===== src/rtl/pwm_fault_pkg.sv =====
package pwm_fault_pkg;
  localparam int unsigned SYNC_STAGES = 2;
  localparam int unsigned FILT_CYCLES = 4;

  typedef enum logic {
    DET_LEVEL = 1'b0,
    DET_EDGE  = 1'b1
  } det_mode_e;
endpackage


===== src/rtl/pfc_sync.sv =====
module pfc_sync #(
  parameter int unsigned STAGES = 2
) (
  input  logic clk_i,
  input  logic rst_ni,
  input  logic d_i,
  output logic q_o
);
  logic [STAGES-1:0] stage_q;

  for (genvar i = 0; i < STAGES; i++) begin : g_stage
    if (i == 0) begin : g_first
      always_ff @(posedge clk_i or negedge rst_ni) begin
        if (!rst_ni) stage_q[i] <= 1'b0;
        else         stage_q[i] <= d_i;
      end
    end else begin : g_next
      always_ff @(posedge clk_i or negedge rst_ni) begin
        if (!rst_ni) stage_q[i] <= 1'b0;
        else         stage_q[i] <= stage_q[i-1];
      end
    end
  end

  assign q_o = stage_q[STAGES-1];
endmodule


===== src/rtl/pfc_filter.sv =====
module pfc_filter #(
  parameter int unsigned CYCLES = 4,
  localparam int unsigned CW = $clog2(CYCLES) + 1
) (
  input  logic clk_i,
  input  logic rst_ni,
  input  logic in_i,
  output logic out_o
);
  logic          acc_q;
  logic [CW-1:0] run_q;

  // run_q counts cycles the input has differed from the accepted level
  always_ff @(posedge clk_i or negedge rst_ni) begin
    if (!rst_ni) begin
      acc_q <= 1'b0;
      run_q <= '0;
    end else if (in_i == acc_q) begin
      run_q <= '0;
    end else if (run_q == CW'(CYCLES - 1)) begin
      acc_q <= in_i;
      run_q <= '0;
    end else begin
      run_q <= run_q + 1'b1;
    end
  end

  assign out_o = acc_q;

  AST_FILT_STABLE: assert property (@(posedge clk_i) disable iff (!rst_ni)
    (acc_q != $past(acc_q)) |-> ($past(in_i) == acc_q))
    else $error("accepted level differs from sampled input");

  AST_FILT_RUN_BOUND: assert property (@(posedge clk_i) disable iff (!rst_ni)
    run_q < CW'(CYCLES))
    else $error("filter run counter out of range");
endmodule


===== src/rtl/pfc_detect.sv =====
module pfc_detect (
  input  logic clk_i,
  input  logic rst_ni,
  input  logic act_i,
  input  logic edge_mode_i,
  output logic event_o,
  output logic level_o
);
  import pwm_fault_pkg::*;

  logic      lvl_q;
  logic      evt_q;
  det_mode_e mode;

  assign mode = det_mode_e'(edge_mode_i);

  always_ff @(posedge clk_i or negedge rst_ni) begin
    if (!rst_ni) begin
      lvl_q <= 1'b0;
      evt_q <= 1'b0;
    end else begin
      lvl_q <= act_i;
      evt_q <= (mode == DET_EDGE) && act_i && !lvl_q;
    end
  end

  assign event_o = evt_q;
  assign level_o = (mode == DET_LEVEL) && lvl_q;

  AST_EVENT_SINGLE: assert property (@(posedge clk_i) disable iff (!rst_ni)
    evt_q |=> !evt_q)
    else $error("event longer than one cycle");

  AST_EVENT_ON_RISE: assert property (@(posedge clk_i) disable iff (!rst_ni)
    evt_q |-> (lvl_q && !$past(lvl_q)))
    else $error("event without rising conditioned level");
endmodule


===== src/rtl/pwm_fault_cond.sv =====
module pwm_fault_cond #(
  parameter int unsigned SYNC_STAGES = pwm_fault_pkg::SYNC_STAGES,
  parameter int unsigned FILT_CYCLES = pwm_fault_pkg::FILT_CYCLES
) (
  input  logic clk_i,
  input  logic rst_ni,
  input  logic pin_i,
  input  logic filt_en_i,
  input  logic act_low_i,
  input  logic edge_mode_i,
  input  logic async_en_i,
  output logic event_o,
  output logic level_o,
  output logic force_off_o
);
  logic act_raw;
  logic act_sync;
  logic act_filt;
  logic act_sel;
  logic det_level;

  assign act_raw = pin_i ^ act_low_i;

  pfc_sync #(.STAGES(SYNC_STAGES)) u_sync (
    .clk_i  (clk_i),
    .rst_ni (rst_ni),
    .d_i    (act_raw),
    .q_o    (act_sync)
  );

  pfc_filter #(.CYCLES(FILT_CYCLES)) u_filter (
    .clk_i  (clk_i),
    .rst_ni (rst_ni),
    .in_i   (act_sync),
    .out_o  (act_filt)
  );

  assign act_sel = filt_en_i ? act_filt : act_sync;

  pfc_detect u_detect (
    .clk_i       (clk_i),
    .rst_ni      (rst_ni),
    .act_i       (act_sel),
    .edge_mode_i (edge_mode_i),
    .event_o     (event_o),
    .level_o     (det_level)
  );

  assign level_o     = det_level;
  // async leg is purely combinational so it works with the clock stopped
  assign force_off_o = det_level | (async_en_i & act_raw);

  AST_LEVEL_FORCES: assert property (@(posedge clk_i) disable iff (!rst_ni)
    level_o |-> force_off_o)
    else $error("level fault not forcing outputs off");

  AST_NO_EVENT_LEVEL_MODE: assert property (@(posedge clk_i) disable iff (!rst_ni)
    event_o |-> $past(edge_mode_i))
    else $error("event raised in level mode");

  AST_EDGE_NO_LEVEL: assert property (@(posedge clk_i) disable iff (!rst_ni)
    edge_mode_i |-> !level_o)
    else $error("level reported in edge mode");

  always_comb begin
    if (async_en_i && act_raw)
      AST_ASYNC_FORCE: assert (force_off_o)
        else $error("async shutdown not effective");
  end
endmodule


===== config.mk =====
export PLATFORM = sky130hd
export DESIGN_NAME = pwm_fault_cond
export DESIGN_NICKNAME = d
export VERILOG_FILES = /design/src/rtl/pwm_fault_pkg.sv /design/src/rtl/pfc_sync.sv /design/src/rtl/pfc_filter.sv /design/src/rtl/pfc_detect.sv /design/src/rtl/pwm_fault_cond.sv
export SDC_FILE = /design/constraint.sdc
export NUM_CORES = 1
export LEC_CHECK = 0
export BUFFER_PORTS_ARGS = -buffer_cell sky130_fd_sc_hd__buf_2
export CORE_AREA = 4 4 41 43
export DETAILED_ROUTE_END_ITERATION = 10
export DIE_AREA = 0 0 45 47
export PLACE_DENSITY_LB_ADDON = 0.2
export SYNTH_ARGS = -nofsm -noshare
export SYNTH_HDL_FRONTEND = slang
export SYNTH_SLANG_ARGS = --single-unit

===== constraint.sdc =====
create_clock -name clk_i -period 3.15 [get_ports clk_i]
set_clock_uncertainty 0.15 [all_clocks]
set_input_delay 0.315 -clock clk_i [delete_from_list [all_inputs] [get_ports clk_i]]
set_output_delay 0.315 -clock clk_i [all_outputs]
set_load 0.05 [all_outputs]

==> Word-level counts from Yosys, hierarchy flattened <==
Cells that the tools add are included.
{ "word_totals": {"register_bits": 8, "ram_bits": 0, "latchBits": 0, "rom_bits": 0, "mem_count": 0, "wordCells": 22} }
{ "classes": {"add_sub_neg": 1, "muxes": 3, "magnitude_cmp": 0, "div": 0, "shift": 0, "n_reduce_logical": 5, "n_eq_ne": 2, "n_mul": 0, "bitwise": 5} }
{ "op_table": {"columns": ["operator", "count"], "rows": [
  ["$mux 3", 2],
  ["$add 3x1->3 const B", 1],
  ["$eq 3x2->1 const B", 1],
  ["$logic_and 1x1->1", 3],
  ["$not 1->1", 2],
  ["$reduce_and 2->1", 1],
  ["$and 1x1->1", 1],
  ["$eq 1x1->1", 1],
  ["$logic_not 1->1", 1],
  ["$mux 1", 1],
  ["$or 1x1->1", 1],
  ["$xor 1x1->1", 1]
]} }

==> Depth between registers and ports, before layout <==
Gate-level depths: netlist of run 1.
{ "depth": {"word_depth": 3, "ltp_mapped": 3} }

==> Hierarchy <==
Synthesis of run 1 repeated with hierarchy kept, for this count alone.
{ "hier_totals": {"cells_unflattened": 20, "area_unflattened_um2": 321.6} }
{ "modules_own_cells": {"columns": ["mod", "cells_each", "area_each_um2", "instances"], "rows": [
  ["pfc_filter", 11, 178.9, 1],
  ["pfc_detect", 4, 65.1, 1],
  ["pfc_sync", 2, 50.0, 1],
  ["pwm_fault_cond", 3, 27.5, 1]
]} }

==> Worst setup path before layout of run 1 <==
Ideal clock, no wire load.
{ "synth_path": {"path_type": "register -> output", "start": "register u_detect.lvl_q", "end": "output force_off_o", "arrival_ps": 1485, "path_stages_with_launch": 3, "slack_ps": 1200, "path_buffers": 0, "path_cell_list": "dfrtp_1 > nor2b_1 > a21o_1"} }
{ "synth_via": {"elab_chain_cells": 2} }
{ "synth_lines": {"columns": ["item", "line_no", "rtl"], "rows": [
  ["start, declared", "pfc_detect.sv:11", "logic lvl_q;"],
  ["start signal, assigned", "pfc_detect.sv:22", "lvl_q <= act_i;"],
  ["$logic_and 1x1->1", "pfc_detect.sv:28", "assign level_o = (mode == DET_LEVEL) && lvl_q;"],
  ["net level_o", "pwm_fault_cond.sv:13", "output logic level_o,"],
  ["$or 1x1->1", "pwm_fault_cond.sv:51", "assign force_off_o = det_level | (async_en_i & act_raw);"],
  ["end, declared", "pwm_fault_cond.sv:14", "output logic force_off_o"]
]} }
The timed path passes the listed nets, and every way through them passes these cells.

==> Worst setup path in the final report of run 1 <==
{ "layout_path": {"start": "register u_detect.lvl_q", "end": "output force_off_o"} }
{ "layout_via": {"elab_chain_cells": 2} }
{ "layout_lines": {"columns": ["item", "line_no"], "rows": [
  ["$logic_and 1x1->1", "pfc_detect.sv:28"],
  ["$or 1x1->1", "pwm_fault_cond.sv:51"]
]} }
No other way between the ends.

==> flow_metrics.tcl, run 1 <==
set metrics [dict create \
    grtUsageMet2_pct 10.7 \
    final_max_slew_viol_count 0 \
    port_buffers 9 \
    fin_cells 48 \
    fin_crit_sh_pct 49.9 \
    maxCapViolCount 0 \
    ff2ff_setup_slack_ps 1870 \
    cts_tree "done" \
    syn_inst 20 \
    io_pins 10 \
    final_nets 43 \
    power.density_mw_per_mm2 766 \
    relSlewSlack_pct 83.1 \
    synth_area_um2 312 \
    wl_per_cell_um 10.9 \
    crit_family "flip-flops" \
    gr-usage-all-layers_pct 6.86 \
    die_w_um 45 \
    core-area_mm2 0.00130 \
    start_util_pct 23.9 \
    max_freq_mhz 636 \
    arrival_ps 1110 \
    rows 13 \
    num_antenna_cells 0 \
    antenna_left 0 \
    ys_ff_latch 8 \
    critPathCaptureType "primary output" \
    cts-root-buf "clkbuf_4" \
    critPathBufInv 1 \
    clk_latency_ps 250 \
    finalHoldViolations 0 \
    fin_crit_ps 1570 \
    max_stage_delay_ps 370 \
    clk_pin_slew_ps 50 \
    syn_nets 28 \
    vias_per_cell 4.23 \
    gr-usage-met3_pct 2.30 \
    clockBufferDepth 2 \
    avgSynthCellArea_um2 15.6 \
    cts_setup_buffers 0 \
    layout-drive-gt1-share_pct 45.5 \
    crit_chain "nor2b_1 > a21o_1 > buf_2" \
    firstDrtPassIters 2 \
    grt_overflow 0 \
    rsz0062_at_grt "no" \
    cts_made_buffers 3 \
    cts-htree-levels 1 \
    grt_max_degree 9 \
    die_area_mm2 0.00212 \
    worst_setup_path_start_kind "flop" \
    fin_tns_setup_ps 0 \
    wirelength_um 523 \
    drc_errors 0 \
    holdWs_ps 115 \
    gp_congestion 0.678 \
    crit_type "flop to primary output" \
    postLayoutCellArea_um2 408 \
    outcome "completed" \
    fill_cells 154 \
    vias 203 \
    ys_seq_area_share_pct 64.3 \
    die_y_um 47 \
    cts.repair.resized 0 \
    drt_iter0_drc 2 \
    setup-violations-final 0 \
    synth_warnings 0 \
    synthDistinctLibCells 12 \
    crit_slowest_cell "dfrtp_1" \
    place_ws_ps 1690 \
    synthToLayoutAreaGrowth_pct 30.9 \
    placed_area_um2 375 \
    tightest_slew_ps 252 \
    leakagePower_nw 0.210 \
    ir_drop_v 0.000217 \
    hold_class "input pin to flop" \
    antenna_found_initial 0 \
    grt_pass1_vias 224 \
    required_ps 2680 \
    grt-busiest-layer "met2" \
    grt_pass1_wl_um 945 \
    setup_ws_ps 1580 \
    critPathMaxFanout 2 \
    clock-sinks 8 \
    placedCellCount 44 \
    use_met1_pct 7.03 \
]
[cell type report]
| type | instances | area (µm²) | share of cell area, % |
|---|---|---|---|
| multi-input cells | 12 | 111 | 27.3 |
| well taps | 15 | 18.8 | 4.60 |
| flip-flops and latches | 8 | 200 | 49.1 |
| repair buffers | 10 | 55.1 | 13.5 |
| clock buffers | 3 | 22.5 | 5.52 |
[path summary, 6_finish.rpt]
check,start,to,cells past startpoint
worst max-delay path,u_detect.lvl_q,force_off_o,3
worst min-delay path,pin_i,u_sync.stage_q[0],2
worst max register to register,u_filter.run_q[0],u_filter.out_o,3
worst min register to register,u_sync.stage_q[0],u_sync.q_o,0
max in group asynchronous,rst_ni,u_filter.run_q[1],2
min in group asynchronous,rst_ni,u_sync.q_o,2
[cell families after synthesis]
group | Yosys count | synth area share [%]
compound gates | 1 | 2.41
xor+xnor | 2 | 5.62
fa+ha+maj | 1 | 4.02
flops | 8 | 64.3
mux | 2 | 8.43
simple gates | 6 | 15.3
[power breakdown]
part           switching, mW  internal, mW
registers             0.0142         0.129
clock network         0.0319        0.0434
logic                 0.0511        0.0431
total                 0.0972         0.215
[cells in the final DEF (no fill, tap or decap), drive strengths merged]
master       instances
xnor2                1
xor2                 1
nor2b                3
dlygate4sd3          1
clkbuf               3
ha                   1
nor3b                1
buf                  9
and3b                1
dfrtp                8
nor3                 1
mux2                 2
a21o                 1
[registers in the layout, summed over array words and instances, names as in the netlist]
| register | count |
|---|---|
| u_detect.lvl_q | 1 |
| u_sync.q_o | 1 |
| u_sync.stage_q | 1 |
| u_filter.out_o | 1 |
| u_filter.run_q | 3 |
| u_detect.event_o | 1 |
[metrics by stage]
step	utilization, %	total power, mW
after global placement	28.8	0.235
after global routing	31.3	0.334
final	31.3	0.312
after detailed placement	28.8	0.239
after floorplan	-	0.216
after CTS	31.3	0.316
[repair_timing]
| item | in CTS | in global routing |
|---|---|---|
| setup endpoints to repair | 0 | 0 |
| hold endpoints to repair | 8 | 0 |
| hold buffers | 1 | 0 |
[cell usage after synthesis]
cell type	count	area share (%)
and3b_1	1	2.8
ha_1	1	4.0
nor3b_1	1	2.4
mux2_4	1	4.8
nor2b_1	2	4.0
a21o_1	1	2.4
nor3_1	1	1.6
mux2_2	1	3.6
nor2b_4	1	4.4
xor2_1	1	2.8
xnor2_1	1	2.8
dfrtp_1	8	64
[per-layer routing]
metal	routed length [µm]	vias to the layer above
li1	-	96
met1	209	93
met2	247	11
met3	46	3
met4	19	0
met5	0	-
Power figures use the tool's default switching activity.
==> run 2: changes to the inputs <==
- clock period: 3.15 -> 1.55 ns (I/O delays scaled with it)
==> flow_metrics.tcl, run 2 (synthesis gave the netlist of run 1 again) <==
set metrics [dict create \
    outcome "completed" \
    fin_crit_ps 1420 \
    grt_max_degree 9 \
    cts_setup_buffers 0 \
    regMostFlops "u_filter.run_q" \
    ir_drop_v 0.000570 \
    critPathCaptureType "primary output" \
    core-area_mm2 0.00130 \
    fin_tns_setup_ps 0 \
    grt_pass1_wl_um 910 \
    leakagePower_nw 0.215 \
    gr-usage-all-layers_pct 6.62 \
    worst_setup_path_start_kind "flop" \
    vias 198 \
    fin_util_pct 32.3 \
    num_antenna_cells 0 \
    arrival_ps 1120 \
    fill_cells 140 \
    setup-violations-final 0 \
    layout_commonest_cell "buf_2" \
    firstDrtPassIters 2 \
    drc_errors 0 \
    layout-drive-gt1-share_pct 47.1 \
    clockBufferDepth 2 \
    gp_congestion 0.664 \
    cts-htree-levels 1 \
    die_y_um 47 \
    rows 13 \
    maxCapViolCount 0 \
    synthToLayoutAreaGrowth_pct 34.9 \
    wirelength_um 512 \
    mostFrequentLayoutCells "9 x buf_2, 8 x dfrtp_1, 3 x clkbuf_4" \
    largest_reg_flops 3 \
    clk_latency_ps 250 \
    rsz0062_at_grt "no" \
    vias_per_cell 4.04 \
    start_util_pct 23.9 \
    power.density_mw_per_mm2 1530 \
    critPathMaxFanout 2 \
    cts_made_buffers 3 \
    port_buffers 9 \
    crit_chain "nor2b_2 > a21o_1 > buf_2" \
    crit_type "flop to primary output" \
    finalHoldViolations 0 \
    io_pins 10 \
    hold_class "input pin to flop" \
    required_ps 1240 \
    clock-sinks 8 \
    tightest_slew_ps 274 \
    wl_per_cell_um 10.4 \
    drt_iter0_drc 2 \
    clk_pin_slew_ps 60 \
    final_nets 44 \
    holdWs_ps 25.6 \
    die_w_um 45 \
    cts.repair.resized 0 \
    antenna_found_initial 0 \
    cts_tree "done" \
    cts-root-buf "clkbuf_4" \
    grt_pass1_vias 224 \
    antenna_left 0 \
    max_stage_delay_ps 370 \
    final_max_slew_viol_count 0 \
    relSlewSlack_pct 81.6 \
    crit_slowest_cell "dfrtp_1" \
    fin_crit_sh_pct 91.9 \
    grt_overflow 0 \
    die_area_mm2 0.00212 \
    max_freq_mhz 702 \
]
run 2: cell types whose count changed in the layout (fill, tap and decap cells not counted):
cell | before | now
nor2b_1 | 2 | 1
nor2b_2 | 0 | 1
dlygate4sd3_1 | 1 | 2
run 2: worst paths after layout:
check                      cells past startpoint  slack [ps]         startpoint                end
hold / removal                                 2          30        edge_mode_i   u_detect.event_o
setup / recovery                               3         130     u_detect.lvl_q        force_off_o
max in group asynchronous                      2         970             rst_ni  u_filter.run_q[1]
min in group asynchronous                      2         110             rst_ni  u_filter.run_q[0]
setup reg to reg                               3         290  u_filter.run_q[0]     u_filter.out_o
hold reg to reg                                0         210  u_sync.stage_q[0]         u_sync.q_o
run 2: worst max-delay path, delay by kind of cell, from the launching register on:
family | cells | cell delay (ps)
flops | 1 | 370
buf+inv | 1 | 200
simple gates | 1 | 160
compound gates | 1 | 140
run 2: what timing repair did:
action                                  in CTS  in global routing
hold endpoints to repair                     9                  0
endpoints found under the setup margin       0                  0
hold buffers                                 2                  0
run 2: layout make-up:
class / instances / area, µm² / area share, %
clock buffer: 3 / 22.5 / 5.36
timing repair buffer: 11 / 65.1 / 15.5
multi-input combinational: 12 / 114 / 27.1
sequential: 8 / 200 / 47.6
tap: 15 / 18.8 / 4.46
run 2: report_power, final:
part           total [mW]  switching [mW]  internal, mW
combinational       0.196           0.104        0.0922
clock               0.158          0.0690        0.0885
sequential          0.288          0.0270         0.261
total               0.642           0.200         0.442
run 2: layer usage:
metal | wire, µm | track usage [%]
met1 | 227 | 6.09
met3 | 55 | 3.83
met5 | 0 | 0
met4 | 0 | 7.02
met2 | 229 | 9.89
run 2: stage by stage:
step	cell area, µm²	total power, mW	worst slack [ps]	instances
2_1_floorplan	314	0.441	36.9	20
3_3_place_gp	378	0.481	312	44
3_5_place_dp	378	0.487	295	44
4_1_cts	420	0.660	108	49
5_1_grt	420	0.690	75.3	49
6_report	420	0.642	126	49
==> run 3: changes to the inputs <==
- RECOVER_POWER: not set -> 50
==> flow_metrics.tcl, run 3 (synthesis gave the netlist of run 1 again) <==
set metrics [dict create \
    drc_errors 0 \
    port_buffers 9 \
    antenna_found_initial 0 \
    layout-drive-gt1-share_pct 44.1 \
    grt-busiest-layer "met2" \
    grtUsageMet2_pct 9.89 \
    r2r_end "u_filter.out_o" \
    total_power_uw 642 \
    hp-start "edge_mode_i" \
    core-area_mm2 0.00130 \
    rsz0062_at_grt "no" \
    fin_cells 49 \
    crit_type "flop to primary output" \
    clk_pin_slew_ps 60 \
    final_max_slew_viol_count 0 \
    drt_iter0_drc 2 \
    placedCellCount 44 \
    fin_util_pct 32.2 \
    firstDrtPassIters 2 \
    tightest_slew_ps 421 \
    grt_overflow 0 \
    cts_setup_buffers 0 \
    power.density_mw_per_mm2 1530 \
    clockBufferDepth 2 \
    critPathCaptureType "primary output" \
    fin_tns_setup_ps 0 \
    relSlewSlack_pct 71.9 \
    r2r-start "u_filter.run_q[0]" \
    wl_per_cell_um 10.4 \
    io_pins 10 \
    clock-sinks 8 \
    hold_class "input pin to flop" \
    synthToLayoutAreaGrowth_pct 34.5 \
    setup-violations-final 0 \
    cts_made_buffers 3 \
    num_antenna_cells 0 \
    arrival_ps 1120 \
    cts-root-buf "clkbuf_4" \
    die_w_um 45 \
    wirelength_um 510 \
    gr-usage-all-layers_pct 6.62 \
    grt_pass1_wl_um 910 \
    outcome "completed" \
    cts_tree "done" \
    mostFrequentLayoutCells "8 x buf_2, 8 x dfrtp_1, 3 x clkbuf_4" \
    die_area_mm2 0.00212 \
    regMostFlops "u_filter.run_q" \
    hold_depth 2 \
    vias 198 \
    place_ws_ps 295 \
    hold_path_end "u_detect.event_o" \
    grt_max_degree 9 \
    grt_pass1_vias 224 \
    largest_reg_flops 3 \
    max_freq_mhz 702 \
    final_nets 44 \
    die_y_um 47 \
    use_met1_pct 6.09 \
    gr-usage-met3_pct 3.83 \
    gp_congestion 0.664 \
    leakagePower_nw 0.212 \
    start_util_pct 23.9 \
    cts-htree-levels 1 \
    placed_area_um2 378 \
    fin_crit_ps 1420 \
    required_ps 1240 \
    fill_cells 141 \
    ff2ff_setup_slack_ps 290 \
    critPathMaxFanout 2 \
    finalHoldViolations 0 \
    cts.repair.resized 0 \
    postCtsHoldBufs 2 \
    setup_ws_ps 126 \
    rows 13 \
    fin_crit_sh_pct 91.9 \
    ff2ff_path_depth 3 \
    postLayoutCellArea_um2 419 \
    maxCapViolCount 0 \
    clk_latency_ps 250 \
    antenna_left 0 \
    worst_setup_path_start_kind "flop" \
    ir_drop_v 0.000569 \
    holdWs_ps 25.6 \
    vias_per_cell 4.04 \
]
## run 3: cell types whose count changed in the layout (fill, tap and decap cells not counted), sizes merged
cell,previous run,this run
buf,9,8
clkbuf,3,4
## run 3: worst max-delay path by stage
stage                      start              to  cells past startpoint
2_1_floorplan     u_detect.lvl_q     force_off_o                      2
3_3_place_gp   u_filter.run_q[0]  u_filter.out_o                      3
3_5_place_dp   u_filter.run_q[0]  u_filter.out_o                      3
4_1_cts           u_detect.lvl_q     force_off_o                      3
5_1_grt           u_detect.lvl_q     force_off_o                      3
6_report          u_detect.lvl_q     force_off_o                      3
## run 3: worst max-delay path: stages, from the launching register on
cell     delay [ps]
dfrtp_1         370
nor2b_2         160
a21o_1          140
buf_2           200
## run 3: cell type report
cell class              instances  area [µm²]  area share (%)
clock buffers                   3        22.5            5.37
repair buffers                 11        63.8            15.2
multi-input cells              12         114            27.2
well taps                      15        18.8            4.48
flip-flops and latches          8         200            47.8
## run 3: routing by layer
metal	up-vias	wire length, µm
li1	98	-
met1	92	225
met2	8	229
met3	0	55
met4	0	0
met5	-	0
## run 3: report_power, final
| part | total, mW | switching (mW) | internal, mW |
|---|---|---|---|
| Combinational | 0.196 | 0.104 | 0.0918 |
| Sequential | 0.288 | 0.0270 | 0.261 |
| Clock | 0.158 | 0.0690 | 0.0885 |
| Total | 0.642 | 0.200 | 0.442 |
